File: src/rtl/cmdstr_pkg.sv
package cmdstr_pkg;

  typedef enum logic [1:0] {
    MODE_1N  = 2'b00,
    MODE_RSV = 2'b01,
    MODE_2N  = 2'b10,
    MODE_3N  = 2'b11
  } cmd_mode_e;

  localparam int unsigned HOLD_CNT_W = 2;

  // Number of extra clocks beyond the first one that a command stays on the bus.
  function automatic logic [HOLD_CNT_W-1:0] hold_extra(cmd_mode_e m);
    case (m)
      MODE_2N: hold_extra = 2'd1;
      MODE_3N: hold_extra = 2'd2;
      default: hold_extra = 2'd0;  // 1N and the reserved code
    endcase
  endfunction

endpackage

File: src/rtl/cmdstr_cfg.sv
module cmdstr_cfg
  import cmdstr_pkg::*;
(
  input  logic      clk,
  input  logic      rst_n,
  input  logic      load_en,
  input  logic [1:0] mode_i,
  input  logic      policy_i,
  output cmd_mode_e mode_q,
  output logic      policy_q
);

  cmd_mode_e mode_d;
  logic      policy_d;

  always_comb begin
    mode_d   = mode_q;
    policy_d = policy_q;
    if (load_en) begin
      mode_d   = cmd_mode_e'(mode_i);
      policy_d = policy_i;
    end
  end

  always_ff @(posedge clk or negedge rst_n) begin
    if (!rst_n) begin
      mode_q   <= MODE_2N;
      policy_q <= 1'b0;
    end else begin
      mode_q   <= mode_d;
      policy_q <= policy_d;
    end
  end

endmodule

File: src/rtl/cmdstr_hold.sv
module cmdstr_hold
  import cmdstr_pkg::*;
(
  input  logic                  clk,
  input  logic                  rst_n,
  input  logic                  start,
  input  logic [HOLD_CNT_W-1:0] start_extra,
  output logic                  busy,
  output logic                  last
);

  logic                  busy_q, busy_d;
  logic [HOLD_CNT_W-1:0] cnt_q, cnt_d;

  always_comb begin
    busy_d = busy_q;
    cnt_d  = cnt_q;
    if (start) begin
      busy_d = 1'b1;
      cnt_d  = start_extra;
    end else if (busy_q) begin
      if (cnt_q == '0) begin
        busy_d = 1'b0;
      end else begin
        cnt_d = cnt_q - 1'b1;
      end
    end
  end

  always_ff @(posedge clk or negedge rst_n) begin
    if (!rst_n) begin
      busy_q <= 1'b0;
      cnt_q  <= '0;
    end else begin
      busy_q <= busy_d;
      cnt_q  <= cnt_d;
    end
  end

  assign busy = busy_q;
  assign last = busy_q && (cnt_q == '0);

endmodule

File: src/rtl/cmdstr_oe.sv
module cmdstr_oe #(
  parameter int NUM_RANKS = 2
) (
  input  logic                 policy,
  input  logic                 busy,
  input  logic [NUM_RANKS-1:0] cke,
  input  logic [NUM_RANKS-1:0] sref,
  output logic                 oe
);

  logic chan_active;

  always_comb begin
    chan_active = |(cke & ~sref);
    oe          = policy | busy | chan_active;
  end

endmodule

File: src/rtl/cmd_stretch_drv.sv
module cmd_stretch_drv
  import cmdstr_pkg::*;
#(
  parameter  int CMD_W     = 3,
  parameter  int ADDR_W    = 16,
  parameter  int NUM_RANKS = 2,
  localparam int RANK_W    = (NUM_RANKS > 1) ? $clog2(NUM_RANKS) : 1
) (
  input  logic                 clk,
  input  logic                 rst_n,
  input  logic [1:0]           mode_i,
  input  logic                 drive_always_i,
  input  logic                 cmd_valid_i,
  input  logic [CMD_W-1:0]     cmd_i,
  input  logic [ADDR_W-1:0]    addr_i,
  input  logic [RANK_W-1:0]    rank_i,
  input  logic [NUM_RANKS-1:0] cke_i,
  input  logic [NUM_RANKS-1:0] sref_i,
  output logic [CMD_W-1:0]     bus_cmd_o,
  output logic [ADDR_W-1:0]    bus_addr_o,
  output logic [NUM_RANKS-1:0] cs_o,
  output logic                 oe_o,
  output logic                 ready_o
);

  cmd_mode_e mode_q;
  logic      policy_q;
  logic      busy, last, accept;

  logic [CMD_W-1:0]  cmd_q, cmd_d;
  logic [ADDR_W-1:0] addr_q, addr_d;
  logic [RANK_W-1:0] rank_q, rank_d;

  // A new command may enter at the edge that closes the current window.
  assign ready_o = !busy || last;
  assign accept  = cmd_valid_i && ready_o;

  cmdstr_cfg u_cfg (
    .clk      (clk),
    .rst_n    (rst_n),
    .load_en  (ready_o),
    .mode_i   (mode_i),
    .policy_i (drive_always_i),
    .mode_q   (mode_q),
    .policy_q (policy_q)
  );

  cmdstr_hold u_hold (
    .clk         (clk),
    .rst_n       (rst_n),
    .start       (accept),
    .start_extra (hold_extra(mode_q)),
    .busy        (busy),
    .last        (last)
  );

  // Command and address registers: clock enable is the accept strobe.
  always_comb begin
    cmd_d  = cmd_q;
    addr_d = addr_q;
    rank_d = rank_q;
    if (accept) begin
      cmd_d  = cmd_i;
      addr_d = addr_i;
      rank_d = rank_i;
    end
  end

  always_ff @(posedge clk or negedge rst_n) begin
    if (!rst_n) begin
      cmd_q  <= '0;
      addr_q <= '0;
      rank_q <= '0;
    end else begin
      cmd_q  <= cmd_d;
      addr_q <= addr_d;
      rank_q <= rank_d;
    end
  end

  assign bus_cmd_o  = cmd_q;
  assign bus_addr_o = addr_q;

  for (genvar r = 0; r < NUM_RANKS; r++) begin : g_cs
    assign cs_o[r] = last && (rank_q == RANK_W'(r));
  end

  cmdstr_oe #(.NUM_RANKS(NUM_RANKS)) u_oe (
    .policy (policy_q),
    .busy   (busy),
    .cke    (cke_i),
    .sref   (sref_i),
    .oe     (oe_o)
  );

endmodule

File: config.mk
export PLATFORM = sky130hd
export DESIGN_NAME = cmd_stretch_drv
export DESIGN_NICKNAME = d
export VERILOG_FILES = /design/src/rtl/cmdstr_pkg.sv /design/src/rtl/cmdstr_cfg.sv /design/src/rtl/cmdstr_hold.sv /design/src/rtl/cmdstr_oe.sv /design/src/rtl/cmd_stretch_drv.sv
export SDC_FILE = /design/constraint.sdc
export NUM_CORES = 1
export LEC_CHECK = 0
export ABC_CLOCK_PERIOD_IN_PS = 1600
export BUFFER_PORTS_ARGS = -buffer_cell sky130_fd_sc_hd__buf_2
export CORE_UTILIZATION = 41
export CTS_CLUSTER_SIZE = 28
export DETAILED_ROUTE_END_ITERATION = 6
export PLACE_DENSITY = 0.76
export REMOVE_ABC_BUFFERS = 1
export SYNTH_ARGS = -nofsm -noshare
export SYNTH_HDL_FRONTEND = slang
export SYNTH_SLANG_ARGS = --single-unit
File: constraint.sdc
create_clock -name clk -period 1.6 [get_ports clk]
set_input_delay 0.32 -clock clk [delete_from_list [all_inputs] [get_ports clk]]
set_output_delay 0.32 -clock clk [all_outputs]
set_load 0.02 [all_outputs]
==> results of run 1 <==
-- registers in the layout (all words and copies together), names as in the netlist --
name / cells
u_cfg.mode_q: 2
bus_cmd_o: 3
bus_addr_o: 16
u_hold.cnt_q: 2
rank_q: 1
u_cfg.policy_q: 1
u_hold.busy: 1
-- area by class of cell --
| cell class | count | area (um2) |
|---|---|---|
| clock buffer | 4 | 36.3 |
| tap | 30 | 37.5 |
| multi-input combinational | 38 | 464 |
| sequential | 26 | 652 |
| inverter | 4 | 15.0 |
| timing repair buffer | 60 | 380 |
| fill | 220 | 982 |
-- through the flow --
step	setup WS [ns]	total power [mW]
after detailed placement	0.0860	2.88
final	0.0590	3.47
after global placement	0.141	2.82
after CTS	0.0146	3.37
after global routing	-0.0486	3.71
after floorplan	-0.182	2.35
-- cell families (layout without fill, tap and decap cells) --
group | Yosys count | count (layout) | share of synthesized area, %
adders and majority gates | 1 | 1 | 1.08
DFF | 26 | 26 | 56.2
buffers and inverters | 7 | 68 | 5.72
and+or+nand+nor | 9 | 9 | 4.53
AOI/OAI and AO/OA | 4 | 4 | 2.80
muxes | 24 | 24 | 29.7
-- layer usage --
| layer | vias to the layer above | global-route usage (%) | part of all wire, % |
|---|---|---|---|
| li1 | 367 | - | - |
| met1 | 372 | 18.6 | 44 |
| met2 | 39 | 24.3 | 47 |
| met3 | 0 | 3.55 | 9.0 |
| met4 | 0 | 5.00 | 0 |
| met5 | - | 0 | 0 |
-- cell usage after synthesis, drive strengths merged --
master / count
and3: 1
buf: 3
dfrtp: 25
dfstp: 1
ha: 1
inv: 4
mux2: 23
mux2i: 1
nand2: 3
nand2b: 1
nand3: 1
nor2: 2
o21a: 2
o221ai: 2
or2b: 1
-- worst reg2reg max path: cells and delay by family (launching register included) --
kind | cells | cell delay [ns]
buf+inv | 3 | 0.37
flops | 1 | 0.36
mux | 1 | 0.30
simple gates | 2 | 0.24
fa+ha+maj | 1 | 0.16
-- power by group through the flow --
stage          logic, mW  clock network, mW  registers, mW
5_1_grt             2.10              0.359           1.24
3_3_place_gp        1.63                  0           1.19
2_1_floorplan      0.864                  0           1.49
4_1_cts             1.85              0.330           1.19
3_5_place_dp        1.69                  0           1.19
6_report            1.96              0.319           1.20
-- what timing repair did --
item	in CTS	in global routing
cloned	0	1
endpoints found under the setup margin	2	12
pin swaps	0	2
hold buffers	1	0
setup buffers	4	1
gates resized for setup	5	6
endpoints found under the hold margin	25	0
-- how the worst min path moves through the flow --
stage	startpoint	end	cells after the start
after floorplan	rst_n	bus_addr_o[0]	0
after global placement	rst_n	rank_q	1
after detailed placement	rst_n	rank_q	1
after CTS	cmd_i[2]	bus_cmd_o[2]	2
after global routing	cmd_i[2]	bus_cmd_o[2]	2
final	cmd_i[2]	bus_cmd_o[2]	2
==> summary.txt, run 1 <==
R2R setup slack - 0.07 ns
CP Capture Point - cs_o[0]
Initial Util - 45.2%
Placed Area - 0.00143 mm2
Worst Max-Slew Pin Slew - 0.557 ns
Antenna violations before repair - 0
Clk Latency, worst-skew pair - 0.31 ns
Htree depth - 1
Worst setup SP type - register
Vias in the first global route - 770
Post-synthesis sequential area ratio - 56.2%
Crit path max-delay family - flip-flops
Clock sink count - 26
HP Class - primary input to register
DRT iter0 DRCs - 4
Synth unique cells - 18
F_max - 649 MHz
CP Data Required Time - 1.28 ns
Final std cells w/o fill - 162
Cell area after synthesis - 0.00116 mm2
Largest net degree at the start of global routing - 27
Gr ovfl total - 0
Final Wtd Congestion - 0.718
Finished Cell Area - 0.00159 mm2
R2R Path End - bus_addr_o[9]
Worst Skew - 0.00280 ns
Synth top area cells - dfrtp_1 (54%), mux2_4 (26%), buf_12 (3.5%), mux2_2 (2.9%), dfstp_2 (2.3%)
Crit. End Element - output pin
GRT Util Overall - 14.6%
WL final - 2.09 mm
First-pass GRT wire length - 3.08 mm
CP peak stage delay - 0.39 ns
Core region area - 0.00257 mm2
Most frequent cells in the layout - buf_2 (49), dfrtp_1 (25), mux2_4 (20)
Power Internal - 2.23 mW
Post-DP HPWL - 1.46 mm
Max stage delay cell, worst path - dfrtp_1
# DRC - 0
Drt pass-1 iters - 2
Gate count of the mapped netlist - 71
Area Growth Syn to Fin - 36.7%
DIE AREA - 0.00305 mm2
Leakage - 0.850 nW
Vias per cell - 4.80
Headroom to the max-slew limit - 62.9%
Final slew viol count - 0
CTS tree - yes
Vias - 778
Flop pwr share - 34.4%
Setup crit start - u_hold.cnt_q[0]
CP Max Fanout - 3
# IOs - 53
Worst path cell trace - inv_2 > ha_4 > nand2_2 > nor2_1 > buf_4
Most common cell after layout, fill and taps aside - buf_2
Worst R2R Path Depth - 7
Critical path buffers and inverters - 2
Layout cells sized above 1 - 71.2%
Mean post-synth cell area - 16.3 um2
Total stage count of the critical path - 5
Number of max-cap violations - 0
CTS buffer count - 3
Ant. Diodes - 0
Seq cells post-synth - 26
Switching Share - 35.6%
Setup_tns - 0 ns
CTS max path bufs - 2
NumNets Final - 164
Average wire per standard cell - 12.9 um
Core Rows - 18
Worst hold slack - 0.228 ns
ANT nets after route - 0
Class of the most critical setup path - register to output pin
Share of the synthesized area in the top cell type - 53.9%
Status - completed
Tmin final - 1.54 ns
Placed cell count - 152
Root buf cell - clkbuf_4
Switching Power - 1.24 mW
Die height - 55.2 um
RSZ-0062 raised after global routing - true
Critical R2R Launch - u_hold.cnt_q[0]
Clk network pwr share - 9.2%
Port bufs - 52
Final Util - 61.7%
Cell accounting for the most synthesized area - dfrtp_1
Synthesis Warnings - 0
Die Width - 55.2 um
Tcrit/Tclk final - 96.3%
Final setup viols - 0
Combinational share of power - 56.4%
Worst EP arrival - 1.22 ns
Clock slew at reported path FFs - 0.13 ns
Power per cell area - 2190 mW/mm2
VDD IR-drop max - 0.00138 V
Final hold viol count - 0
(Power assumes the default switching activity.)
==> run 2: changes to the inputs <==
--- a/config.mk
+++ b/config.mk
@@ -10,3 +10,2 @@
 export CORE_UTILIZATION = 41
-export CTS_CLUSTER_SIZE = 28
 export DETAILED_ROUTE_END_ITERATION = 6
@@ -16,2 +15,3 @@
 export SYNTH_HDL_FRONTEND = slang
+export SYNTH_HIERARCHICAL = 1
 export SYNTH_SLANG_ARGS = --single-unit
--- a/constraint.sdc
+++ b/constraint.sdc
@@ -3,2 +3,2 @@
 set_output_delay 0.32 -clock clk [all_outputs]
-set_load 0.02 [all_outputs]
+set_load 0.05 [all_outputs]
==> run 2 against run 1 <==
Compared with the run above:
- the flow now finishes with violations (negative setup slack)
- sequential cell count unchanged
- setup slack worse by 0.24 ns
- register-to-register slack worse by 0.18 ns
- sequential share of layout area decreased by 4.1 points
- critical path type unchanged
- highest routed layer is now met4
==> summary.txt, run 2 <==
Met3 routed WL - 128 um (-32%)
Worst Skew - 0.0105 ns (+0.00768 ns)
Layout cells sized above 1 - 76.6% (+5.3 points)
GRT Util Overall - 15.6% (+0.99 points)
Post-synth top flop - dfrtp_1
Core region area - 0.00273 mm2 (+6.5%)
Most common cell after layout, fill and taps aside - buf_2
R2R Path End - u_hold/cnt_q[1]
Vias per cell - 4.81 (about the same)
Share of the synthesized area in the top cell type - 53.0% (-0.92 points)
Final hold viol count - 0 (unchanged)
Most frequent cell after synthesis - dfrtp_1
Class of the most critical setup path - register to output pin
Critical R2R Launch - u_hold/cnt_q[0]
Final Util - 64.4% (+2.6 points)
# DRC - 0 (unchanged)
CTS max path bufs - 2 (unchanged)
Die height - 55.6 um (+0.83%)
Average wire per standard cell - 12.9 um (-0.38%)
Die Width - 55.6 um (+0.83%)
Synth unique cells - 19 (+1)
WL final - 2.26 mm (+8.2%)
Area Growth Syn to Fin - 49.2%
Largest net degree at the start of global routing - 27 (unchanged)
# IOs - 53 (unchanged)
Highest routed metal layer - met4
Clock slew at reported path FFs - 0.15 ns (+0.02 ns)
Worst R2R Path Depth - 8 (+1)
Vias - 846 (+8.7%)
Final setup viols - 25 (+25)
Root buf cell - clkbuf_4
Final Wtd Congestion - 0.654 (-8.9%)
Worst EP arrival - 1.46 ns (+0.24 ns)
Placed Area - 0.00153 mm2 (+6.8%)
Cell area after synthesis - 0.00118 mm2 (+1.7%)
RSZ-0062 raised after global routing - true
WHS Endpoint - bus_addr_o[7]
NumNets Final - 177 (+7.9%)
Async set-reset flop share out of synthesis - 100% (unchanged)
R2R setup slack - -0.11 ns (-0.18 ns)
CTS buffer count - 3 (unchanged)
Status - finished with violations
Worst path cell trace - inv_2 > ha_4 > and2_4 > nand2b_4 > buf_6 > buf_8
CTS tree - yes
Clock sink count - 26 (unchanged)
Synth cell count leaders - dfrtp_1 (25), mux2_4 (19), inv_1 (5)
Mean post-synth cell area - 15.7 um2 (-3.7%)
Synth top area cells - dfrtp_1 (53%), mux2_4 (24%), mux2_2 (3.8%), dfstp_2 (2.2%), buf_6 (1.9%)
HP Class - primary input to register
Number of max-cap violations - 0 (unchanged)
ANT nets after route - 0 (unchanged)
Post-synthesis sequential area ratio - 55.2% (-0.95 points)
Min-delay src - addr_i[7]
Worst hold slack - 0.213 ns (-0.0153 ns)
Finished Cell Area - 0.00176 mm2 (+11%)
Most frequent cells in the layout - buf_2 (48), dfrtp_1 (25), mux2_4 (21)
Synthesis Warnings - 6 (+6)
Met1 WL - 959 um (+5.4%)
Drt pass-1 iters - 2 (unchanged)
Max stage delay cell, worst path - dfrtp_1
Clk Latency, worst-skew pair - 0.32 ns (about the same)
F_max - 562 MHz (-13%)
Worst setup SP type - register
Antenna violations before repair - 0 (unchanged)
Worst Max-Slew Pin Slew - 0.567 ns (+0.0105 ns)
Post-DP HPWL - 1.63 mm (+12%)
Pre-CTS WS - -0.131 ns (-0.217 ns)
First-pass GRT wire length - 3.86 mm (+25%)
Htree depth - 1 (unchanged)
Tcrit/Tclk final - 111% (+15 points)
Seq cells post-synth - 26 (unchanged)
Final slew viol count - 0 (unchanged)
Port bufs - 52 (unchanged)
DIE AREA - 0.00310 mm2 (+1.7%)
WL met2 - 1.16 mm (+17%)
Gate count of the mapped netlist - 75 (+5.6%)
Crit. End Element - output pin
Hold depth - 2 (unchanged)
Headroom to the max-slew limit - 62.2% (-0.70 points)
DRT iter0 DRCs - 5 (+1)
Failing checks - negative setup slack
CP Max Fanout - 2 (-1)
Vias in the first global route - 927 (+20%)
Gr ovfl total - 0 (unchanged)
Max FFs per register - 16 (unchanged)
CP Data Required Time - 1.28 ns (about the same)
Tmin final - 1.78 ns (+0.239 ns)
CP peak stage delay - 0.38 ns (about the same)
Core Rows - 19 (+1)
Cell accounting for the most synthesized area - dfrtp_1
Ant. Diodes - 0 (unchanged)
Final worst slack - -0.180 ns (-0.239 ns)
Initial Util - 43.2% (-2.0 points)
EDFF count, synth - 0 (unchanged)
[run 2: changes by cell type after synthesis, moves of 2 or more]
cell / delta
and2_1: +3
nor2b_1: +3
buf_12: -2
o21a_1: -2
o221ai_1: -2
or4b_1: +2
[run 2: how the worst max path moves through the flow]
stage,startpoint,end,cells past startpoint
floorplan,u_hold/cnt_q[0],u_hold/cnt_q[0],8
global placement,u_hold/cnt_q[0],u_hold/cnt_q[0],8
detailed placement,u_hold/cnt_q[0],u_hold/cnt_q[1],8
global route,u_hold/cnt_q[0],ready_o,6
finish,u_hold/cnt_q[0],ready_o,6
CTS,u_hold/cnt_q[0],ready_o,6
[run 2: what timing repair did]
item	CTS	global route
hold buffers	1	0
pin swaps	4	2
setup buffers	7	0
gates resized for setup	34	3
endpoints found under the setup margin	26	29
hold endpoints to repair	15	0
[run 2: final cells by class]
| type | count | area (um2) |
|---|---|---|
| well taps | 31 | 38.8 |
| fillers | 206 | 973 |
| repair buffers | 68 | 449 |
| multi-input cells | 42 | 547 |
| flip-flops and latches | 26 | 652 |
| inverters | 5 | 21.3 |
| clock inverters | 1 | 30.0 |
| clock buffers | 3 | 22.5 |
[run 2: critical path, delay by kind of cell, from the launching register on]
family                     cells  cell delay [ns]
adders and majority gates      1             0.15
DFF                            1             0.38
and+or+nand+nor                2             0.29
buffers and inverters          3             0.31
[run 2: cell families (layout without fill, tap and decap cells)]
logic type               Yosys count  count (layout)  synth area share (%)
flip-flops                        26              26                  55.2
multiplexers                      23              23                  28.0
AND/OR/NAND/NOR                   15              15                  9.12
buffers and inverters              7              77                  3.50
AO/OA/AOI/OAI                      3               3                  3.07
adder cells (fa/ha/maj)            1               1                  1.06
[run 2: routing by layer]
layer  global-route usage (%)  vias to the layer above
li1                         -                      396
met1                     18.6                      412
met5                        0                        -
met3                     2.56                        2
met4                     3.21                        0
met2                     29.4                       36
[run 2: through the flow]
stage                     instances  TNS [ns]
final                           176    -0.931
after global routing            176     -2.19
after CTS                       177     -1.04
after detailed placement        166    -0.250
after global placement          166   -0.0277
after floorplan                  73     -3.63
Power of run 2 is left out: the tool's default activity adds up to more than one toggle a clock period on the data nets, which glitch-free logic cannot reach.
==> run 3: changes to the inputs <==
- ABC_CLOCK_PERIOD_IN_PS: 1600 -> 1770
- CORE_UTILIZATION: 41 -> 45
- PLACE_DENSITY: 0.76 -> 0.79
- clock period: 1.6 -> 1.77 ns (I/O delays scaled with it)
==> run 3 against run 2 <==
Compared with the run above:
- die area decreased by 8.6%
- largest cell class unchanged
- global-route usage increased by 1.8 points
- highest routed layer is now met3
- the flow now finishes without violations
- sequential cell count unchanged
- setup slack gained 0.20 ns
- via count down 6.5%
- critical path type unchanged
- utilization down 1.2 points
- count of clock-buffer cells in the layout increased by 1
- register-to-register slack gained 0.19 ns
- routed wire length fell by 2.0%
- clock skew down 0.0018 ns
==> summary.txt, run 3 (synthesis gave the netlist of run 2 again) <==
Busiest grt layer - met2
HP Class - primary input to async pin
Crit path max-delay family - flip-flops
CTS max path bufs - 2 (unchanged)
Vias in the first global route - 782 (-16%)
Tmin final - 1.75 ns
Worst Skew - 0.00866 ns (-0.00182 ns)
Final slew viol count - 0 (unchanged)
Root buf cell - clkbuf_4
DIE AREA - 0.00283 mm2 (-8.6%)
M3 GR Usage - 2.01% (-0.55 points)
F_max - 572 MHz
Max FFs per register - 16 (unchanged)
Number of max-cap violations - 0 (unchanged)
Final hold viol count - 0 (unchanged)
Worst path cell trace - inv_1 > ha_2 > and2_4 > nand2b_4 > buf_8
Htree depth - 1 (unchanged)
Vias per cell - 4.82 (+0.34%)
Class of the most critical setup path - register to output pin
Critical R2R Launch - u_hold/cnt_q[0]
DRT iter0 DRCs - 0 (-5)
ANT nets after route - 0 (unchanged)
Crit. End Element - output pin
Post-DP HPWL - 1.69 mm (+3.3%)
WL final - 2.22 mm (-2.0%)
Ant. Diodes - 0 (unchanged)
Critical path buffers and inverters - 2 (-1)
Tcrit/Tclk final - 98.8%
Most frequent cells in the layout - buf_2 (49), dfrtp_1 (25), mux2_4 (19)
CTS buffer count - 3 (unchanged)
Port bufs - 52 (unchanged)
Core Rows - 18 (-1)
Antenna violations before repair - 0 (unchanged)
Worst hold slack - 0.0175 ns (-0.195 ns)
# DRC - 0 (unchanged)
Max stage delay cell, worst path - dfrtp_1
Headroom to the max-slew limit - 62.0% (-0.15 points)
Clock sink count - 26 (unchanged)
NumNets Final - 166 (-6.2%)
Clk Latency, worst-skew pair - 0.31 ns (about the same)
Drt pass-1 iters - 1 (-1)
Final setup viols - 0 (-100%)
First-pass GRT wire length - 3.49 mm (-9.7%)
Vias - 791 (-6.5%)
Hold buffer count at cts - 0 (-1)
Worst setup SP type - register
R2R Path End - u_hold/cnt_q[1]
GRT Util Overall - 17.5% (+1.8 points)
Gr ovfl total - 0 (unchanged)
Die Width - 53.2 um (-4.4%)
Average wire per standard cell - 13.5 um (+5.1%)
CP Data Required Time - 1.42 ns (+0.14 ns)
Layout cells sized above 1 - 70.1% (-6.4 points)
Met2 usage - 30.6% (+1.2 points)
Final Wtd Congestion - 0.796 (+22%)
Core region area - 0.00248 mm2 (-9.4%)
Die height - 53.2 um (-4.4%)
Clock slew at reported path FFs - 0.14 ns (about the same)
Worst Max-Slew Pin Slew - 0.570 ns (+0.00231 ns)
Status - completed
GR Util met1 - 22.7% (+4.1 points)
Area Growth Syn to Fin - 32.8%
CP peak stage delay - 0.41 ns (+0.03 ns)
Most common cell after layout, fill and taps aside - buf_2
Initial Util - 47.6% (+4.5 points)
R2R setup slack - 0.08 ns (+0.19 ns)
Largest net degree at the start of global routing - 27 (unchanged)
# IOs - 53 (unchanged)
CP Max Fanout - 5 (+3)
Worst EP arrival - 1.39 ns (-0.07 ns)
RSZ-0062 raised after global routing - true
CTS tree - yes
Worst R2R Path Depth - 8 (unchanged)
## run 3: changes by cell type in the layout (fill, tap and decap cells not counted), sizes merged
cell / before / now
buf: 67 / 57
bufinv: 1 / 0
clkbuf: 3 / 4
dlygate4sd3: 1 / 0
## run 3: worst max path at each step
stage	startpoint	to	slack [ns]	cells past startpoint
after global routing	u_hold/cnt_q[0]	ready_o	-0.05	5
after detailed placement	u_hold/cnt_q[0]	u_hold/cnt_q[1]	-0.04	8
final	u_hold/cnt_q[0]	ready_o	0.02	5
after floorplan	u_hold/cnt_q[0]	u_hold/cnt_q[0]	-0.29	8
after CTS	u_hold/cnt_q[0]	cs_o[0]	0.004	5
after global placement	u_hold/cnt_q[0]	u_hold/cnt_q[0]	0.08	8
## run 3: metrics by stage
step	area, um2	TNS (ns)	cells	utilization (%)	setup WS (ns)
final	1570	0	164	63.2	0.0219
after global routing	1570	-0.0841	164	63.2	-0.0453
after CTS	1540	0	163	62.3	0.00363
after detailed placement	1490	-0.0668	158	60.2	-0.0375
after global placement	1490	0	158	60.2	0.0828
after floorplan	1160	-0.685	73	-	-0.294
## run 3: per-layer routing
layer | vias up | wire length (um) | share of wire (%)
met1 | 386 | 927 | 42
met4 | 0 | 0 | 0
met2 | 34 | 1140 | 51
met5 | - | 0 | 0
met3 | 0 | 148 | 6.7
li1 | 371 | - | -
## run 3: layout make-up
cell class              instances  area, um2
clock buffers                   4       26.3
fillers                       217        911
inverters                       5       18.8
multi-input cells              42        499
flip-flops and latches         26        652
well taps                      30       37.5
repair buffers                 57        333
## run 3: timing repair
action                     CTS  global route
buffers inserted             2             1
setup endpoints to repair    5             5
resized for setup            7             6
pin swaps                    0             2
Power of run 3 is left out for the same reason.
